===== src/rtl/sfq_pkg.sv =====
package sfq_pkg;
    localparam int EV_W      = 14;
    localparam int EV_RXTRG  = 0;
    localparam int EV_TXEMP  = 4;
    localparam int EV_XEND   = 8;
    localparam int EV_TEND   = 9;
    localparam int EV_OVF    = 12;
    localparam int EV_UND    = 13;
    localparam logic [EV_W-1:0] EV_MASK = 14'h3311;
    localparam int CTRL_TRGEN = 16;

    typedef enum logic [2:0] {
        A_CTRL  = 3'd0,
        A_STAT  = 3'd1,
        A_RXLVL = 3'd2,
        A_TXLVL = 3'd3,
        A_RXWIN = 3'd4,
        A_TXWIN = 3'd5,
        A_THR   = 3'd6
    } reg_addr_e;

    typedef enum logic [1:0] {
        FS_EMPTY = 2'd0,
        FS_PART  = 2'd1,
        FS_FULL  = 2'd2
    } fifo_state_e;

    typedef enum logic {
        TS_BELOW = 1'b0,
        TS_MET   = 1'b1
    } trg_state_e;
endpackage


===== src/rtl/sfq_fifo.sv =====
module sfq_fifo
    import sfq_pkg::*;
#(
    parameter int DW    = 16,
    parameter int DEPTH = 32,
    localparam int AW   = $clog2(DEPTH),
    localparam int CW   = AW + 1
) (
    input  logic          clk,
    input  logic          rst_n,
    input  logic          wide,
    input  logic          push,
    input  logic [DW-1:0] wdata,
    input  logic          pop,
    input  logic          flush,
    output logic [DW-1:0] rdata,
    output logic [CW-1:0] count,
    output logic          full,
    output logic          empty,
    output logic          push_lost,
    output logic          pop_dry
);
    localparam logic [CW-1:0] CAP_NARROW = CW'(DEPTH);
    localparam logic [CW-1:0] CAP_WIDE   = CW'(DEPTH / 2);

    logic [DW-1:0] mem [DEPTH];
    logic [AW-1:0] wp, rp;
    logic [CW-1:0] cnt, cnt_nxt, cap;
    fifo_state_e   state, st_nxt;
    logic          do_push, do_pop;
    logic [DW-1:0] wmasked;

    assign cap     = wide ? CAP_WIDE : CAP_NARROW;
    assign do_push = push && (state != FS_FULL) && !flush;
    assign do_pop  = pop && (state != FS_EMPTY) && !flush;
    assign cnt_nxt = flush ? '0 : (cnt + CW'(do_push) - CW'(do_pop));
    assign wmasked = wide ? wdata : {{(DW-DW/2){1'b0}}, wdata[DW/2-1:0]};

    // next-state process
    always_comb begin
        st_nxt = state;
        unique case (state)
            FS_EMPTY: begin
                if (cnt_nxt != '0)
                    st_nxt = (cnt_nxt >= cap) ? FS_FULL : FS_PART;
            end
            FS_PART: begin
                if (cnt_nxt == '0)      st_nxt = FS_EMPTY;
                else if (cnt_nxt >= cap) st_nxt = FS_FULL;
            end
            FS_FULL: begin
                if (cnt_nxt == '0)      st_nxt = FS_EMPTY;
                else if (cnt_nxt < cap) st_nxt = FS_PART;
            end
            default: st_nxt = FS_EMPTY;
        endcase
    end

    // state register
    always_ff @(posedge clk or negedge rst_n) begin
        if (!rst_n) begin
            state <= FS_EMPTY;
            cnt   <= '0;
            wp    <= '0;
            rp    <= '0;
        end else begin
            state <= st_nxt;
            cnt   <= cnt_nxt;
            if (flush) begin
                wp <= '0;
                rp <= '0;
            end else begin
                if (do_push) wp <= wp + 1'b1;
                if (do_pop)  rp <= rp + 1'b1;
            end
        end
    end

    always_ff @(posedge clk) begin
        if (do_push) mem[wp] <= wmasked;
    end

    // output process
    always_comb begin
        full      = (state == FS_FULL);
        empty     = (state == FS_EMPTY);
        count     = cnt;
        rdata     = empty ? '0 : mem[rp];
        push_lost = push && full;
        pop_dry   = pop && empty;
    end

    p_cnt_bound_r2: assert property (@(posedge clk) disable iff (!rst_n)
        cnt <= CAP_NARROW);
    p_flush_r5: assert property (@(posedge clk) disable iff (!rst_n)
        flush |=> (cnt == '0));
    p_full_hold_r2: assert property (@(posedge clk) disable iff (!rst_n)
        (push && full && !pop && !flush) |=> $stable(cnt));
    p_dry_pop_r3: assert property (@(posedge clk) disable iff (!rst_n)
        (pop && empty && !push && !flush) |=> (cnt == '0));
endmodule


===== src/rtl/sfq_rx_trigger.sv =====
module sfq_rx_trigger
    import sfq_pkg::*;
#(
    parameter int CW = 6,
    localparam int TW = (CW > 8) ? CW : 8
) (
    input  logic          clk,
    input  logic          rst_n,
    input  logic          en,
    input  logic [2:0]    code,
    input  logic [CW-1:0] level,
    output logic          fire
);
    trg_state_e    state, st_nxt;
    logic [TW-1:0] thr, lvl_w;
    logic          hit;

    assign thr   = TW'(1) << code;
    assign lvl_w = TW'(level);
    assign hit   = en && (lvl_w >= thr);

    always_comb begin
        st_nxt = state;
        unique case (state)
            TS_BELOW: if (hit)  st_nxt = TS_MET;
            TS_MET:   if (!hit) st_nxt = TS_BELOW;
            default:  st_nxt = TS_BELOW;
        endcase
    end

    always_ff @(posedge clk or negedge rst_n) begin
        if (!rst_n) state <= TS_BELOW;
        else        state <= st_nxt;
    end

    always_comb begin
        fire = (state == TS_BELOW) && hit;
    end

    p_fire_pulse_r6: assert property (@(posedge clk) disable iff (!rst_n)
        fire |=> !fire);
    p_fire_gated_r6: assert property (@(posedge clk) disable iff (!rst_n)
        !en |-> !fire);
endmodule


===== src/rtl/sfq_events.sv =====
module sfq_events
    import sfq_pkg::*;
#(
    parameter int EW = EV_W,
    parameter logic [EW-1:0] MASK = EV_MASK
) (
    input  logic          clk,
    input  logic          rst_n,
    input  logic [EW-1:0] set_ev,
    input  logic          clr_we,
    input  logic [EW-1:0] clr_bits,
    input  logic          en_we,
    input  logic [EW-1:0] en_bits,
    output logic [EW-1:0] status,
    output logic [EW-1:0] enable,
    output logic          irq
);
    logic [EW-1:0] clr_eff, st_nxt;

    assign clr_eff = clr_we ? clr_bits : '0;
    assign st_nxt  = ((status & ~clr_eff) | set_ev) & MASK;

    always_ff @(posedge clk or negedge rst_n) begin
        if (!rst_n) begin
            status <= '0;
            enable <= '0;
        end else begin
            status <= st_nxt;
            if (en_we) enable <= en_bits & MASK;
        end
    end

    assign irq = |(status & enable);

    for (genvar k = 0; k < EW; k++) begin : g_chk
        if (MASK[k]) begin : g_live
            p_sticky_r11: assert property (@(posedge clk) disable iff (!rst_n)
                (status[k] && !(clr_we && clr_bits[k])) |=> status[k]);
            p_set_wins_r11: assert property (@(posedge clk) disable iff (!rst_n)
                set_ev[k] |=> status[k]);
        end
    end
    p_irq_off_r12: assert property (@(posedge clk) disable iff (!rst_n)
        (enable == '0) |-> !irq);
endmodule


===== src/rtl/sfq_hub.sv =====
module sfq_hub
    import sfq_pkg::*;
#(
    parameter int DW    = 16,
    parameter int BYTES = 32,
    localparam int DEPTH = BYTES,
    localparam int CW    = $clog2(DEPTH) + 1
) (
    input  logic          clk,
    input  logic          rst_n,
    input  logic          wide_mode,
    input  logic          reg_wr,
    input  logic          reg_rd,
    input  logic [2:0]    reg_addr,
    input  logic [31:0]   reg_wdata,
    output logic [31:0]   reg_rdata,
    input  logic          sh_rx_push,
    input  logic [DW-1:0] sh_rx_data,
    input  logic          sh_tx_pull,
    output logic [DW-1:0] sh_tx_data,
    input  logic          sh_xfer_end,
    input  logic          sh_tx_end,
    output logic          irq
);
    reg_addr_e     addr;
    logic          wr_ctrl, wr_stat, wr_thr, rx_flush, tx_flush, rx_pop, tx_push;
    logic          trg_en, tx_empty_q, tx_drain;
    logic [2:0]    thr_code;
    logic [DW-1:0] rx_head;
    logic [CW-1:0] rx_cnt, tx_cnt, rx_lvl, tx_lvl;
    logic          rx_full, rx_empty, tx_full, tx_empty;
    logic          rx_lost, rx_dry_unused, tx_lost_unused, tx_dry, rx_fire;
    logic [EV_W-1:0] ev_set, status, enable;

    assign addr     = reg_addr_e'(reg_addr);
    assign wr_ctrl  = reg_wr && (addr == A_CTRL);
    assign wr_stat  = reg_wr && (addr == A_STAT);
    assign wr_thr   = reg_wr && (addr == A_THR);
    assign rx_flush = reg_wr && (addr == A_RXLVL) && (reg_wdata == '0);
    assign tx_flush = reg_wr && (addr == A_TXLVL) && (reg_wdata == '0);
    assign rx_pop   = reg_rd && (addr == A_RXWIN);
    assign tx_push  = reg_wr && (addr == A_TXWIN);

    sfq_fifo #(.DW(DW), .DEPTH(DEPTH)) u_rxq (
        .clk(clk), .rst_n(rst_n), .wide(wide_mode),
        .push(sh_rx_push), .wdata(sh_rx_data), .pop(rx_pop), .flush(rx_flush),
        .rdata(rx_head), .count(rx_cnt), .full(rx_full), .empty(rx_empty),
        .push_lost(rx_lost), .pop_dry(rx_dry_unused)
    );

    sfq_fifo #(.DW(DW), .DEPTH(DEPTH)) u_txq (
        .clk(clk), .rst_n(rst_n), .wide(wide_mode),
        .push(tx_push), .wdata(reg_wdata[DW-1:0]), .pop(sh_tx_pull), .flush(tx_flush),
        .rdata(sh_tx_data), .count(tx_cnt), .full(tx_full), .empty(tx_empty),
        .push_lost(tx_lost_unused), .pop_dry(tx_dry)
    );

    sfq_rx_trigger #(.CW(CW)) u_trg (
        .clk(clk), .rst_n(rst_n), .en(trg_en), .code(thr_code),
        .level(rx_cnt), .fire(rx_fire)
    );

    // configuration and drain-edge registers
    always_ff @(posedge clk or negedge rst_n) begin
        if (!rst_n) begin
            trg_en     <= 1'b0;
            thr_code   <= '0;
            tx_empty_q <= 1'b1;
        end else begin
            tx_empty_q <= tx_empty;
            if (wr_ctrl) trg_en   <= reg_wdata[CTRL_TRGEN];
            if (wr_thr)  thr_code <= reg_wdata[2:0];
        end
    end

    assign tx_drain = tx_empty && !tx_empty_q;

    always_comb begin
        ev_set           = '0;
        ev_set[EV_RXTRG] = rx_fire;
        ev_set[EV_TXEMP] = tx_drain;
        ev_set[EV_XEND]  = sh_xfer_end;
        ev_set[EV_TEND]  = sh_tx_end;
        ev_set[EV_OVF]   = rx_lost;
        ev_set[EV_UND]   = tx_dry;
    end

    sfq_events #(.EW(EV_W), .MASK(EV_MASK)) u_ev (
        .clk(clk), .rst_n(rst_n), .set_ev(ev_set),
        .clr_we(wr_stat), .clr_bits(reg_wdata[EV_W-1:0]),
        .en_we(wr_ctrl), .en_bits(reg_wdata[EV_W-1:0]),
        .status(status), .enable(enable), .irq(irq)
    );

    assign rx_lvl = wide_mode ? (rx_cnt << 1) : rx_cnt;
    assign tx_lvl = wide_mode ? (tx_cnt << 1) : tx_cnt;

    always_comb begin
        reg_rdata = '0;
        unique case (addr)
            A_CTRL:  begin
                reg_rdata[EV_W-1:0]  = enable;
                reg_rdata[CTRL_TRGEN] = trg_en;
            end
            A_STAT:  reg_rdata = 32'(status);
            A_RXLVL: reg_rdata = 32'(rx_lvl);
            A_TXLVL: reg_rdata = 32'(tx_lvl);
            A_RXWIN: reg_rdata = 32'(rx_head);
            A_TXWIN: reg_rdata = '0;
            A_THR:   reg_rdata = 32'(thr_code);
            default: reg_rdata = '0;
        endcase
    end

    p_overflow_r8: assert property (@(posedge clk) disable iff (!rst_n)
        (sh_rx_push && rx_full) |=> status[EV_OVF]);
    p_underrun_data_r9: assert property (@(posedge clk) disable iff (!rst_n)
        (sh_tx_pull && tx_empty) |-> (sh_tx_data == '0));
    p_underrun_flag_r9: assert property (@(posedge clk) disable iff (!rst_n)
        (sh_tx_pull && tx_empty) |=> status[EV_UND]);
    p_drain_flag_r7: assert property (@(posedge clk) disable iff (!rst_n)
        (tx_flush && !tx_empty) |=> ##1 status[EV_TXEMP]);
    p_rx_full_level_r2: assert property (@(posedge clk) disable iff (!rst_n)
        rx_full |-> (rx_lvl == CW'(BYTES)));
endmodule


===== config.mk =====
export PLATFORM = sky130hd
export DESIGN_NAME = sfq_hub
export DESIGN_NICKNAME = d
export VERILOG_FILES = /design/src/rtl/sfq_pkg.sv /design/src/rtl/sfq_fifo.sv /design/src/rtl/sfq_rx_trigger.sv /design/src/rtl/sfq_events.sv /design/src/rtl/sfq_hub.sv
export SDC_FILE = /design/constraint.sdc
export NUM_CORES = 1
export LEC_CHECK = 0
export BUFFER_PORTS_ARGS = -buffer_cell sky130_fd_sc_hd__buf_2
export CORE_ASPECT_RATIO = 1.75
export CORE_MARGIN = 2
export CORE_UTILIZATION = 50
export DETAILED_ROUTE_END_ITERATION = 8
export GPL_ROUTABILITY_DRIVEN = 0
export MAX_ROUTING_LAYER = met4
export PLACE_DENSITY_LB_ADDON = 0.05
export SYNTH_ARGS = -nofsm -noshare
export SYNTH_HDL_FRONTEND = slang
export SYNTH_SLANG_ARGS = --single-unit

===== constraint.sdc =====
create_clock -name clk -period 4.4 [get_ports clk]
set_input_delay 0.22 -clock clk [delete_from_list [all_inputs] [get_ports clk]]
set_output_delay 0.22 -clock clk [all_outputs]
set_load 0.02 [all_outputs]

* After elaboration in Yosys (flattened, before gate mapping)
Memory sizes are Yosys's and may differ from the RTL's. Index checks and enable logic that the tools add are counted.
Storage, ports and cells: flip-flop bits (word level) 54, bits in writable memories 1024, input port bits 60, output and inout port bits 49, word-level logic and storage cells 135, memories kept 2
Cells by class: add/sub/neg operators 8, $lt $le $gt $ge 5, equal/unequal tests 18, shifts and indexed selects 1, muxes and demuxes 40, bitwise logic cells 5, reduce and logical (&&, ||, !) cells 42
Memories:
- u_rxq.mem | words 32, width 16, read ports 1, clocked after Yosys merged registers in 0, wr ports 1, RTL line sfq_fifo.sv:26 | logic [DW-1:0] mem [DEPTH];
- u_txq.mem | words 32, width 16, read ports 1, clocked after Yosys merged registers in 0, wr ports 1, RTL line sfq_fifo.sv:26
Operators by type and width (count):
- $pmux 14 s6 | 1
- $mux 16 | 4
- $mux 5 | 8
- $logic_not 32->1 | 1
- $mux 6 | 5
- $and 14x14->14 | 2
- $mux 2 | 13
- $logic_and 1x1->1 | 22
- $add 5x1->5 const B | 4
- $mux 14 | 1
- $not 14->14 | 1
- $or 14x14->14 | 1
- $reduce_or 14->1 | 1
- $add 6x1->6 | 2
- $ge 6x6->1 | 2
- $logic_not 6->1 | 2
- $lt 6x6->1 | 2
- $ne 3x1->1 const B | 4
- $pmux 2 s3 | 2
- $reduce_bool 2->1 | 6
- $reduce_bool 6->1 | 2
- $sub 6x1->6 | 2
- $eq 3x3->1 const B | 3
- $ge 6x8->1 | 1
- 13 further kinds | 27

* Depth between registers and ports, before layout
Gate-level depths: netlist of the first run.
depth in word-level cells 12, depth in mapped cells 20, depth with buffers taken out 18

* Cells and area by module
Synthesis of the first run repeated with hierarchy kept, for this count alone.
Unflattened totals: cell total of the unflattened synthesis 2316, area total of the unflattened synthesis 43945.9 sq um
By module, submodules not included:
- sfq_fifo (u_rxq) | times used 1, cells an instance 1054, area an instance 21006.4 sq um, seq. area each 15825.2 sq um
- sfq_fifo (u_txq) | times used 1, cells an instance 1054, area an instance 21002.6 sq um, seq. area each 15825.2 sq um
- sfq_hub | times used 1, cells an instance 132, area an instance 1093.5 sq um, seq. area each 126.4 sq um
- sfq_events | times used 1, cells an instance 52, area an instance 620.6 sq um, seq. area each 300.3 sq um
- sfq_rx_trigger | times used 1, cells an instance 24, area an instance 222.7 sq um, seq. area each 25.0 sq um

* Worst setup path before layout of the first run
Ideal clock, no wire load.
path kind input to register, start point input port reg_addr[1], end point register u_txq.state[0], setup time 101 ps, data arrival time 3858 ps, required time 4299 ps, slack 441 ps, cell stages on the path 20, buffers on the path 2, cells stage by stage buf_2 nor2b_1 nand3_1 nor4_4 clkbuf_1 nor2_1 ha_1 inv_1 ha_1 fa_1 a21o_1 a21oi_1 xnor2_1 nand2b_1 ha_1 inv_1 o21ai_0 a221oi_1 nand2b_1 o32ai_1
On the way: word-level cells in the longest chain between the ends 12, elaborated cells on any way between the ends 25, classes of those cells 2 x add/sub; 2 x order compare; 5 x eq/ne; 6 x mux; 10 x reduce/logical
RTL lines:
- start, declared | RTL line sfq_hub.sv:14 | input logic [2:0] reg_addr,
- $eq 3x2->1 | RTL line sfq_hub.sv:40 | assign tx_flush = reg_wr && (addr == A_TXLVL) && (reg_wdata == '0);
- $logic_and 1x1->1 (2 in series) | RTL line sfq_hub.sv:40
- $logic_not 1->1 | RTL line sfq_fifo.sv:34, sfq_fifo.sv:35
- $logic_and 1x1->1 | RTL line sfq_fifo.sv:34 | assign do_push = push && (state != FS_FULL) && !flush;
- $add 6x1->6 | RTL line sfq_fifo.sv:36 | assign cnt_nxt = flush ? '0 : (cnt + CW'(do_push) - CW'(do_pop));
- $sub 6x1->6 | RTL line sfq_fifo.sv:36
- $mux 6 * | RTL line sfq_fifo.sv:36
- $ge 6x6->1 | RTL line sfq_fifo.sv:45, sfq_fifo.sv:49
- $mux 2 | RTL line sfq_fifo.sv:45 | st_nxt = (cnt_nxt >= cap) ? FS_FULL : FS_PART;
- $mux 2 | RTL line sfq_fifo.sv:44 | if (cnt_nxt != '0)
- $pmux 2 s3 | RTL line sfq_fifo.sv:42 | unique case (state)
- end signal, assigned | RTL line sfq_fifo.sv:67 | state <= st_nxt;
- end, declared | RTL line sfq_fifo.sv:29 | fifo_state_e state, st_nxt;
Every way passes the cells marked *; elsewhere a longest branch is shown, timed or not. The select of a mux whose other input is x is not followed. A chain may end at the register's enable or synchronous reset.

* Worst setup path after layout of the first run
start point input port reg_wdata[13], end point register u_txq.state[0]
On the way: word-level cells in the longest chain between the ends 11, elaborated cells on any way between the ends 21, classes of those cells 2 x add/sub; 2 x order compare; 3 x eq/ne; 6 x mux; 8 x reduce/logical
RTL lines:
- start, declared | RTL line sfq_hub.sv:15 | input logic [31:0] reg_wdata,
- $logic_not 32->1 * | RTL line sfq_hub.sv:40
- $logic_and 1x1->1 * | RTL line sfq_hub.sv:40
- $logic_not 1->1 | RTL line sfq_fifo.sv:34, sfq_fifo.sv:35
- $logic_and 1x1->1 | RTL line sfq_fifo.sv:34
- $add 6x1->6 | RTL line sfq_fifo.sv:36
- $sub 6x1->6 | RTL line sfq_fifo.sv:36
- $mux 6 * | RTL line sfq_fifo.sv:36
- $ge 6x6->1 | RTL line sfq_fifo.sv:45, sfq_fifo.sv:49
- $mux 2 | RTL line sfq_fifo.sv:45
- $mux 2 | RTL line sfq_fifo.sv:44
- $pmux 2 s3 | RTL line sfq_fifo.sv:42
Marked as above.

==> summary.txt, run 1 <==
Outcome
  – Status: complete, no violations

Floorplanning
  – Core Region: ~85,000 um2
  – Full die area: 88,700 um2
  – Die Width: 226 um
  – Cell Rows: 142
  – Die extent in y: 392 um
  – Initial Util: 50.5%
  – IO Pins: 109

Hold path
  – Min-delay src: sh_rx_data[3]
  – Min-delay worst type: input port to register

Synth
  – Synth Warn #: 0
  – #FFs+latches synth: 1,078
  – Leading area contributor after synthesis: edfxtp_1
  – Cell Area, Synth: 43,100 um2
  – Sequential share of the synthesized area: 74.5%
  – Top FF cell, synth: edfxtp_1
  – Mapped Cells: 2,105
  – Number of flops mapped to enable cells by yosys: 1,024
  – Synth unique cells: 58
  – Ys async rst share: roughly 5%
  – Mean area per synthesized cell: 20.5 um2
  – Area contributors post-synth: edfxtp_1 71%, mux4_2 14%, dfrtp_1 3.1%
  – Synth top area share: slightly above 70%

Finish
  – Commonest non-fill, non-tap cell in the layout: edfxtp_1
  – Final Net Count: 2,431
  – Most frequent cells in the layout: 1,024 x edfxtp_1, 267 x mux4_2, 128 x buf_4, 107 x mux2i_1, 98 x clkbuf_16
  – Finished Core Util: 57.3%
  – Share of cells above drive strength 1: between 20% and 30%
  – Area Growth Syn to Fin: 13.6%

Detailed routing
  – Vias/cell: 5.92
  – Met3 Routed Length: 3600 um
  – Routed length per instance: roughly 30 um
  – Antenna-violating nets left: 0
  – Drt drc: 0
  – WL met2: 59,900 um
  – Routed via count: 21,135
  – Top Layer Used: met4
  – Routed WL: roughly 110,000 um
  – Initial DRT Pass Iterations: 7
  – Iter 0 DRT Violations: 1,592
  – M1 WL: 38,600 um

Power and ir drop
  – P_int: 20.6 mW
  – Sw Pwr: 8.71 mW
  – VDD IR max: 427 uV
  – Power Dens Cells: 598 nW/um2
  – Total power: between 20 and 30 mW
  – Clock power frac: 29.3%
  – Net Sw Frac: 29.8%
  – Leak: 16.2 nW
  – Reg power frac: a little over two fifths
  – Combinational Power Share: 27.8%

GRT
  – Initial antenna violation count: 4
  – Largest net degree at the start of global routing: ~60
  – Number of global-route vias before repair: 22,502
  – Overall overflow remaining after global route: 0
  – Total GRT Usage: around 25%
  – First-pass GRT wire length: 154,000 um

Worst setup path
  – Worst setup EP type: register
  – Critical-path maximum fanout: 4
  – R2r worst-path depth: 18
  – Arrival time worst endpoint: 4600 ps
  – Worst setup SP type: input port
  – Worst r2r src: u_rxq.state[1]$_DFFE_PN0P_
  – Crit path to: u_txq.state[0]$_DFFE_PN0P_
  – Reg2Reg Setup Slack: between 600 and 700 ps
  – RR Endpoint: u_rxq.state[0]$_DFFE_PN0P_
  – Worst setup path startpoint: reg_wdata[13]
  – Setup Crit Path Kind: input port to register
  – CP required: 4970 ps

Clock tree
  – CTS Sinks: 1,078
  – Clk slew on worst S/H paths: ~60 ps
  – Cts bufs inserted: 97
  – CTS tree: done
  – Root buf cell: clkbuf_16
  – Deepest clock path buffer count: 3
  – H-tree depth: 3
  – Post-CTS Setup Bufs: 0
  – Clk_lat worst skew: 690 ps

Timing
  – Final Hold Fails: 0
  – Fin crit share: 91.6%
  – Final Max Slew Viols: 0
  – Rel. slew slack: 12.5%
  – Min Tclk post-route: slightly above 4000 ps
  – Final Skew: 17.7 ps
  – Worst-Margin Slew: approximately 1300 ps
  – Final setup fails: 0
  – RSZ-0062 raised after global routing: no
  – Fmax: 248 MHz

Placed design
  – DP HPWL: 68,900 um
  – Port Buffers: 93

Flow run
  – Max_cap viols: 0
cells by family after synthesis:
kind of cell	count (synthesis)	share of synthesized area, %
XOR/XNOR	20	0.406
multiplexers	386	16.7
flip-flops	1078	74.5
other	1	0.00870
buffers and inverters	154	1.65
adder cells (fa/ha/maj)	34	1.02
AND/OR/NAND/NOR	283	3.35
AO/OA/AOI/OAI	149	2.37
worst min-delay path by stage:
| stage | endpoint | slack, ps | depth (start not counted) |
|---|---|---|---|
| after CTS | u_rxq.mem[1][3]$_DFFE_PP_ | 10 | 1 |
| after global routing | thr_code[1]$_DFFE_PN0P_ | 60 | 3 |
| after detailed placement | u_ev.status[8]$_DFF_PN0_ | 400 | 2 |
| after floorplan | thr_code[0]$_DFFE_PN0P_ | -80 | 0 |
| final | u_rxq.mem[24][3]$_DFFE_PP_ | 50 | 1 |
| after global placement | u_ev.status[9]$_DFF_PN0_ | 410 | 2 |
Yosys cell counts, types with 3 or more instances:
cell      count
a211o_1      11
a211oi_1     12
a21boi_0      3
a21o_1       14
a21oi_1      16
a221oi_1      3
a22o_1        6
a22oi_1       5
a32oi_1       3
and2_1       18
buf_1        14
buf_2        33
buf_4        17
buf_6         4
clkbuf_1     53
dfrtp_1      53
edfxtp_1   1024
ha_1         32
inv_1        33
mux2_2       12
mux2i_1     107
mux4_2      267
nand2_1      44
nand2b_1      5
nand3_1      11
nand3_2       3
nand3b_1     10
nand4_1       9
nor2_1      108
nor2b_1      19
nor3_1        6
nor4_1       10
nor4b_1       3
o211ai_1      3
o21a_1        4
o21ai_0      18
o22ai_1      43
or2_2        18
or3_1         3
or3b_2        4
or4_1         5
xnor2_1       7
xor2_1       13
worst max-delay path, cell delays in order:
cell and delay [ps]:
dlygate4sd3_1 530, buf_2 140, nor4_1 310, buf_4 220
nand3_1 80, buf_4 170, nor4_4 260, nor2_1 70
ha_1 290, inv_1 40, ha_1 200, fa_1 440
a21o_1 170, a21oi_1 210, xnor2_1 170, nand2b_1 120
ha_1 290, inv_1 70, o21ai_0 70, a221oi_1 290
nand2b_1 110, o32ai_1 140
flip-flops by register name (all words and copies together) (netlist names), 2 cells and up:
signal and cells:
u_rxq.mem 512, u_txq.mem 512, u_ev.enable 6, u_ev.status 6
u_rxq.count 6, u_txq.count 6, u_rxq.rp 5, u_rxq.wp 5
u_txq.rp 5, u_txq.wp 5, thr_code 3, u_rxq.state 2
u_txq.state 2
layer usage:
layer / track usage [%] / vias to the layer above
met2: 47.1 / 546
met3: 2.29 / 154
met1: 28.1 / 11362
met5: - / -
li1: - / 9073
met4: 9.36 / 0
layout make-up:
type,instances,area (um2)
diodes,1,2.50
clock buffers,122,2550
clock inverters,56,649
fillers,6448,36500
inverters,33,124
multi-input cells,887,10400
flip-flops and latches,1078,32100
well taps,1152,1440
repair buffers,240,1670
through the flow:
step                TNS [ps]  worst slack, ps  hold WS [ps]  std cells  area, um2
detailed placement     -56.0            -56.0           404       3376      45600
CTS                        0              318          13.4       3568      49000
floorplan                  0              441         -75.6       2119      43200
global route               0             48.2          58.2       3569      49000
finish                     0              370          51.0       3569      49000
global placement           0              122           414       3376      45600
power by group through the flow:
stage                     Clock, mW  Sequential, mW  Combinational, mW
after global routing           9.12            12.6               8.80
after CTS                      8.76            12.6               8.30
after global placement            0            12.8               8.15
after detailed placement          0            12.8               8.26
final                          8.58            12.5               8.14
after floorplan                   0            12.1               6.15
timing repair:
item,in CTS,in global routing
endpoints found under the hold margin,68,0
hold buffers,14,0
gates resized for setup,0,0
(Power assumes the default switching activity.)
==> inputs of run 2 (changes only) <==
--- a/config.mk
+++ b/config.mk
@@ -15,4 +15,5 @@
 export PLACE_DENSITY_LB_ADDON = 0.05
 export SYNTH_ARGS = -nofsm -noshare
 export SYNTH_HDL_FRONTEND = slang
+export SYNTH_HIERARCHICAL = 1
 export SYNTH_SLANG_ARGS = --single-unit
==> run 2 against run 1 <==
  * Synthesized cell count increased by 9.9%
  * Worst hold slack improved by 14 ps
  * Cell area up 1.3%
  * First-iteration DRC count is 25% higher
  * Register-to-register slack got worse by 30 ps
  * Via count grew 6.4%
==> summary.txt, run 2 <==
Worst setup path
  – Arrival time worst endpoint: 4070 ps (-530 ps)
  – CP required: 4180 ps (-790 ps)
  – Worst setup SP type: register
  – Worst setup EP type: primary output
  – Setup Crit Path Kind: register to primary output
  – Critical-path maximum fanout: 51 (+47)

Detailed routing
  – Antenna-violating nets left: 0 (unchanged)
  – Vias/cell: 5.95 (+0.47%)
  – Drt drc: 0 (unchanged)
  – Routed via count: 22,495 (+6.4%)
  – Routed length per instance: 30.8 um (+3.9%)
  – Routed WL: 116,000 um (+10%)
  – Iter 0 DRT Violations: 1,985 (+25%)
  – Initial DRT Pass Iterations: 6 (-1)

Finish
  – Most frequent cells in the layout: 1,024 x edfxtp_1, 224 x mux4_2, 164 x nor2_1, 162 x mux2i_1, 135 x buf_4
  – FF+latch area: 32,100 um2 (about the same)
  – Commonest non-fill, non-tap cell in the layout: edfxtp_1
  – Area Growth Syn to Fin: 12.9%
  – Share of cells above drive strength 1: 25.7% (-3.0 points)
  – Fillers: 6,669 (+3.4%)
  – Multi-input logic area: 11,000 um2 (+5.8%)
  – Final Net Count: 2,629 (+8.1%)
  – Registers with the most flip-flops: u_rxq/mem: 512 flops, u_txq/mem: 512 flops

Timing
  – Final Skew: 19.1 ps (+1.43 ps)
  – Fmax: 233 MHz (-6.0%)
  – Fin crit share: 97.4% (+5.9 points)
  – Final Hold Fails: 0 (unchanged)
  – Final setup fails: 0 (unchanged)
  – Post-route setup slack: 113 ps (-257 ps)
  – Min Tclk post-route: 4290 ps (+257 ps)
  – Fin Setup TNS: 0 ps (unchanged)
  – Worst-Margin Slew: 1410 ps (+101 ps)
  – Rel. slew slack: 5.42% (-7.1 points)
  – Final Max Slew Viols: 0 (unchanged)
  – RSZ-0062 raised after global routing: no

Clock tree
  – Cts bufs inserted: 95 (-2.1%)
  – CTS Sinks: 1,078 (unchanged)
  – Deepest clock path buffer count: 3 (unchanged)
  – Root buf cell: clkbuf_16
  – H-tree depth: 3 (unchanged)
  – Clk slew on worst S/H paths: 70 ps (about the same)
  – Clk_lat worst skew: 700 ps (about the same)
  – CTS tree: done

GRT
  – Met2 usage: 50.2% (+3.1 points)
  – Largest net degree at the start of global routing: 66 (+12%)
  – GR Util met3: 2.96% (+0.66 points)
  – Overall overflow remaining after global route: 0 (unchanged)
  – Initial antenna violation count: 7 (+3)
  – Met1 GRT Util: 28.4% (+0.25 points)
  – First-pass GRT wire length: 167,000 um (+8.8%)
  – Total GRT Usage: 27.0% (+1.6 points)
  – Layer with the highest usage: met2
  – Number of global-route vias before repair: 23,600 (+4.9%)

Floorplanning
  – Core Region: 87,000 um2 (+1.8%)
  – Die extent in y: 396 um (+0.93%)
  – Initial Util: 50.5% (+0.071 points)
  – Full die area: 90,300 um2 (+1.9%)
  – Cell Rows: 143 (+0.70%)
  – Die Width: 228 um (+0.93%)
  – IO Pins: 109 (unchanged)

Synth
  – Mean area per synthesized cell: 19.0 um2 (-7.3%)
  – Cell Area, Synth: 43,900 um2 (+1.9%)
  – Mapped Cells: 2,314 (+9.9%)
  – Synth Warn #: 6 (+6)

Hold path
  – Min-delay worst type: input port to register

Placed design
  – DP HPWL: 78,300 um (+14%)
  – DP Worst Slack: 197 ps (+253 ps)
  – Port Buffers: 93 (unchanged)

Power and ir drop
  – VDD IR max: 389 uV (-9.0%)
  – Power Dens Cells: 611 nW/um2 (+2.3%)
  – Leak: 16.6 nW (+2.5%)

Outcome
  – Status: complete, no violations

Flow run
  – Max_cap viols: 0 (unchanged)
run 2: final timing paths:
| kind | start | endpoint | slack, ps | cells after the start |
|---|---|---|---|---|
| min | reg_wdata[13] | u_ev/status[13]$_DFF_PN0_ | 70 | 4 |
| max in group asynchronous | rst_n | u_txq/rp[0]$_DFFE_PN0P_ | 3140 | 3 |
| min in group asynchronous | rst_n | thr_code[1]$_DFFE_PN0P_ | 340 | 2 |
| max reg2reg | u_rxq/state[1]$_DFFE_PN0P_ | u_rxq/state[0]$_DFFE_PN0P_ | 580 | 20 |
| min reg2reg | u_ev/status[12]$_DFF_PN0_ | u_ev/status[12]$_DFF_PN0_ | 510 | 1 |
| max | u_rxq/rp[1]$_DFFE_PN0P_ | reg_rdata[9] | 110 | 9 |
run 2: layout make-up:
cell class                      instances  area share, %
Timing Repair Buffer                  251           3.67
Tap cell                             1160           2.93
Multi-Input combinational cell       1079           22.2
Sequential cell                      1078           64.8
Clock inverter                         50           1.03
Inverter                               30          0.227
Clock buffer                          126           5.15
Antenna cell                            7         0.0353
run 2: per-stage QoR:
step	std cells	total power [mW]	cell area, um2	util, %	hold WS, ps
final	3781	30.3	49600	57.0	65.3
after global routing	3779	31.5	49600	57.0	65.6
after CTS	3773	30.6	49600	57.0	28.5
after detailed placement	3585	22.3	46400	53.3	384
after global placement	3585	22.1	46400	53.3	384
after floorplan	2343	18.9	44000	-	-75.6
run 2: timing repair:
| item | 4_1_cts | 5_1_grt |
|---|---|---|
| endpoints found under the hold margin | 42 | 0 |
| hold buffers | 12 | 0 |
| setup endpoints to repair | 0 | 4 |
| resized for setup | 0 | 0 |
| buffers inserted | 0 | 1 |
run 2: report_power, final:
group          internal (mW)  switching (mW)  leakage (nW)
Sequential              11.7           0.729          9.92
Combinational           4.21            5.34          5.20
Clock                   4.63            3.70          1.50
run 2: critical path, stage by stage (launching register included):
cell and delay [ps]:
dfrtp_4 940, mux4_2 380, mux2i_1 80, nor2_1 160, a311oi_1 110, a21oi_1 560
mux2i_1 140, or2_2 300, a21oi_1 310, buf_2 240
run 2: layer usage:
layer	part of all wire, %	vias up
met3	4.1	201
met5	0	-
met2	57	675
met4	4.9	0
met1	34	11954
li1	-	9665
==> inputs of run 3 (changes only) <==
--- a/config.mk
+++ b/config.mk
@@ -6,6 +6,7 @@
 export NUM_CORES = 1
 export LEC_CHECK = 0
 export BUFFER_PORTS_ARGS = -buffer_cell sky130_fd_sc_hd__buf_2
+export CAP_MARGIN = 20
 export CORE_ASPECT_RATIO = 1.75
 export CORE_MARGIN = 2
 export CORE_UTILIZATION = 50
==> constraint.sdc (replaced) <==
create_clock -name clk -period 4.04 [get_ports clk]
set_input_delay 0.202 -clock clk [delete_from_list [all_inputs] [get_ports clk]]
set_output_delay 0.202 -clock clk [all_outputs]
set_load 0.02 [all_outputs]
==> run 3 against run 2 <==
  * Die area unchanged
  * Combinational power up 14%
  * Sequential share of layout area down 0.96 points
  * First-iteration DRC count down 5.5%
  * Power up 11%
  * Final cell count up 1.2%
  * Via count about the same
  * Sequential cell count unchanged
  * Clock-buffer cell count down 5
  * Setup slack worse by 13 ps
  * Clock skew up 1.7 ps
  * Critical path type unchanged
  * Largest cell class unchanged
  * Largest power group unchanged
==> summary.txt, run 3 (same netlist as run 2, synthesis figures left out) <==
Outcome
  – Status: complete, no violations

Placed design
  – DP HPWL: 79,800 um (+2.0%)
  – Dpl cells: 3,618 (+0.92%)
  – Port Buffers: 93 (unchanged)

Timing
  – Final Max Slew Viols: 0 (unchanged)
  – Fin crit share: 97.5%
  – Final setup fails: 0 (unchanged)
  – Final Hold Fails: 0 (unchanged)
  – Worst-Margin Slew: 1080 ps (-331 ps)
  – Fmax: 254 MHz
  – RSZ-0062 raised after global routing: no
  – Final Skew: 20.8 ps (+1.68 ps)
  – Rel. slew slack: 27.6% (+22 points)
  – Min Tclk post-route: roughly 3900 ps

Finish
  – Registers with the most flip-flops: u_rxq/mem: 512 flops, u_txq/mem: 512 flops
  – Share of cells above drive strength 1: 28.0% (+2.3 points)
  – Area Growth Syn to Fin: 14.6%
  – Final Net Count: 2,670 (+1.6%)
  – Non-Filler Instances: 3,825 (+1.2%)
  – Fillers: 6,607 (-0.93%)
  – Most frequent cells in the layout: 1,024 x edfxtp_1, 224 x mux4_2, 160 x mux2i_1, 149 x nor2_1, 148 x buf_4
  – Commonest non-fill, non-tap cell in the layout: edfxtp_1

Worst setup path
  – CP required: 3840 ps (-340 ps)
  – R2r worst-path depth: 19 (-5.0%)
  – Arrival time worst endpoint: 3740 ps (-330 ps)
  – Worst r2r src: u_rxq/state[1]$_DFFE_PN0P_
  – Worst setup EP type: primary output
  – Critical-path maximum fanout: 29 (-43%)
  – Setup Crit Path Kind: register to primary output
  – Worst setup SP type: register
  – Reg2Reg Setup Slack: 290 ps (-290 ps)
  – RR Endpoint: u_rxq/state[0]$_DFFE_PN0P_

Clock tree
  – Clk_lat worst skew: 690 ps (about the same)
  – CTS Sinks: 1,078 (unchanged)
  – CTS tree: done
  – Cts bufs inserted: 97 (+2.1%)
  – Deepest clock path buffer count: 3 (unchanged)
  – Clk slew on worst S/H paths: 60 ps (about the same)
  – Root buf cell: clkbuf_16
  – H-tree depth: 3 (unchanged)

Floorplanning
  – Initial Util: 50.5% (unchanged)
  – IO Pins: 109 (unchanged)
  – Core Region: 87,000 um2 (unchanged)
  – Full die area: 90,300 um2 (unchanged)
  – Die extent in y: 396 um (unchanged)
  – Cell Rows: 143 (unchanged)
  – Die Width: 228 um (unchanged)

GRT
  – Total GRT Usage: 27.1% (+0.18 points)
  – Overall overflow remaining after global route: 0 (unchanged)
  – Number of global-route vias before repair: 23,699 (+0.42%)
  – Largest net degree at the start of global routing: 42 (-36%)
  – First-pass GRT wire length: 169,000 um (+0.84%)
  – Initial antenna violation count: 8 (+1)

Detailed routing
  – Antenna-violating nets left: 0 (unchanged)
  – Routed via count: 22,496 (+0.0044%)
  – Iter 0 DRT Violations: 1,876 (-5.5%)
  – Routed WL: 117,000 um (+0.55%)
  – Routed length per instance: 30.6 um (-0.61%)
  – Vias/cell: 5.88 (-1.1%)
  – Drt drc: 0 (unchanged)
  – Initial DRT Pass Iterations: 5 (-1)

Hold path
  – Min-delay src: reg_wdata[13]
  – Hold Path End: u_ev/enable[13]$_DFFE_PN0P_
  – Hold Crit Depth: 3 (-1)
  – Min-delay worst type: input port to register

Power and ir drop
  – Total power: 33.5 mW (+11%)
  – VDD IR max: 521 uV (+34%)
  – Leak: 16.9 nW (+1.9%)
  – Power Dens Cells: 666 nW/um2 (+9.0%)

Flow run
  – Max_cap viols: 0 (unchanged)
==> run 3: timing repair <==
| action | CTS | global route |
|---|---|---|
| hold buffers | 11 | 0 |
| pin swaps | 0 | 0 |
| gates resized for setup | 3 | 5 |
| endpoints found under the setup margin | 13 | 5 |
| hold endpoints to repair | 33 | 0 |
| setup buffers | 3 | 0 |
==> run 3: layout make-up <==
type | count | area, um2 | area share (%)
multi-input cells | 1079 | 11100 | 22.0
well taps | 1160 | 1450 | 2.88
inverters | 30 | 113 | 0.224
flip-flops and latches | 1078 | 32100 | 63.8
repair buffers | 290 | 2410 | 4.79
diodes | 8 | 20.0 | 0.0398
clock buffers | 121 | 2540 | 5.04
clock inverters | 59 | 608 | 1.21
==> run 3: worst max-delay path by stage <==
stage | startpoint | endpoint
after CTS | u_rxq/rp[0]$_DFFE_PN0P_ | reg_rdata[10]
after global placement | reg_wdata[3] | u_rxq/state[0]$_DFFE_PN0P_
after detailed placement | reg_wdata[3] | u_rxq/state[0]$_DFFE_PN0P_
after floorplan | reg_addr[0] | u_txq/state[0]$_DFFE_PN0P_
after global routing | u_rxq/rp[0]$_DFFE_PN0P_ | reg_rdata[12]
final | u_rxq/rp[0]$_DFFE_PN0P_ | reg_rdata[11]
==> run 3: routing by layer <==
layer  wire length (um)  global-route usage (%)  share of wire [%]
met5                  0                       -                  0
met4               6040                    13.3                5.2
met3               4570                    2.95                3.9
met2              66300                    50.6                 57
met1              40100                    28.4                 34
==> run 3: worst max-delay path, cell delays in order, from the launching register on <==
cell and delay (ps):
dfrtp_4 420, buf_12 160, buf_12 260, mux4_2 540
mux2i_1 390, nor2_1 150, a311oi_2 370, nor2_1 210
mux2i_1 170, or2_0 120, a21oi_1 60, buf_2 150
==> run 3: per-stage QoR <==
stage          worst slack, ps  setup TNS (ps)  util [%]  area (um2)  hold WS [ps]
2_1_floorplan             38.0               0         -       44000         -93.6
3_3_place_gp              -212            -398      53.5       46500           294
3_5_place_dp              -296            -622      53.9       46900           302
4_1_cts                  0.524               0      57.7       50200          11.7
5_1_grt                   3.44               0      57.9       50300          31.8
6_report                   100               0      57.9       50300          25.7
==> run 3: power breakdown <==
part | switching (mW) | leakage, nW | internal (mW)
clock | 4.11 | 1.53 | 5.13
sequential | 0.640 | 9.92 | 12.8
combinational | 6.09 | 5.49 | 4.80
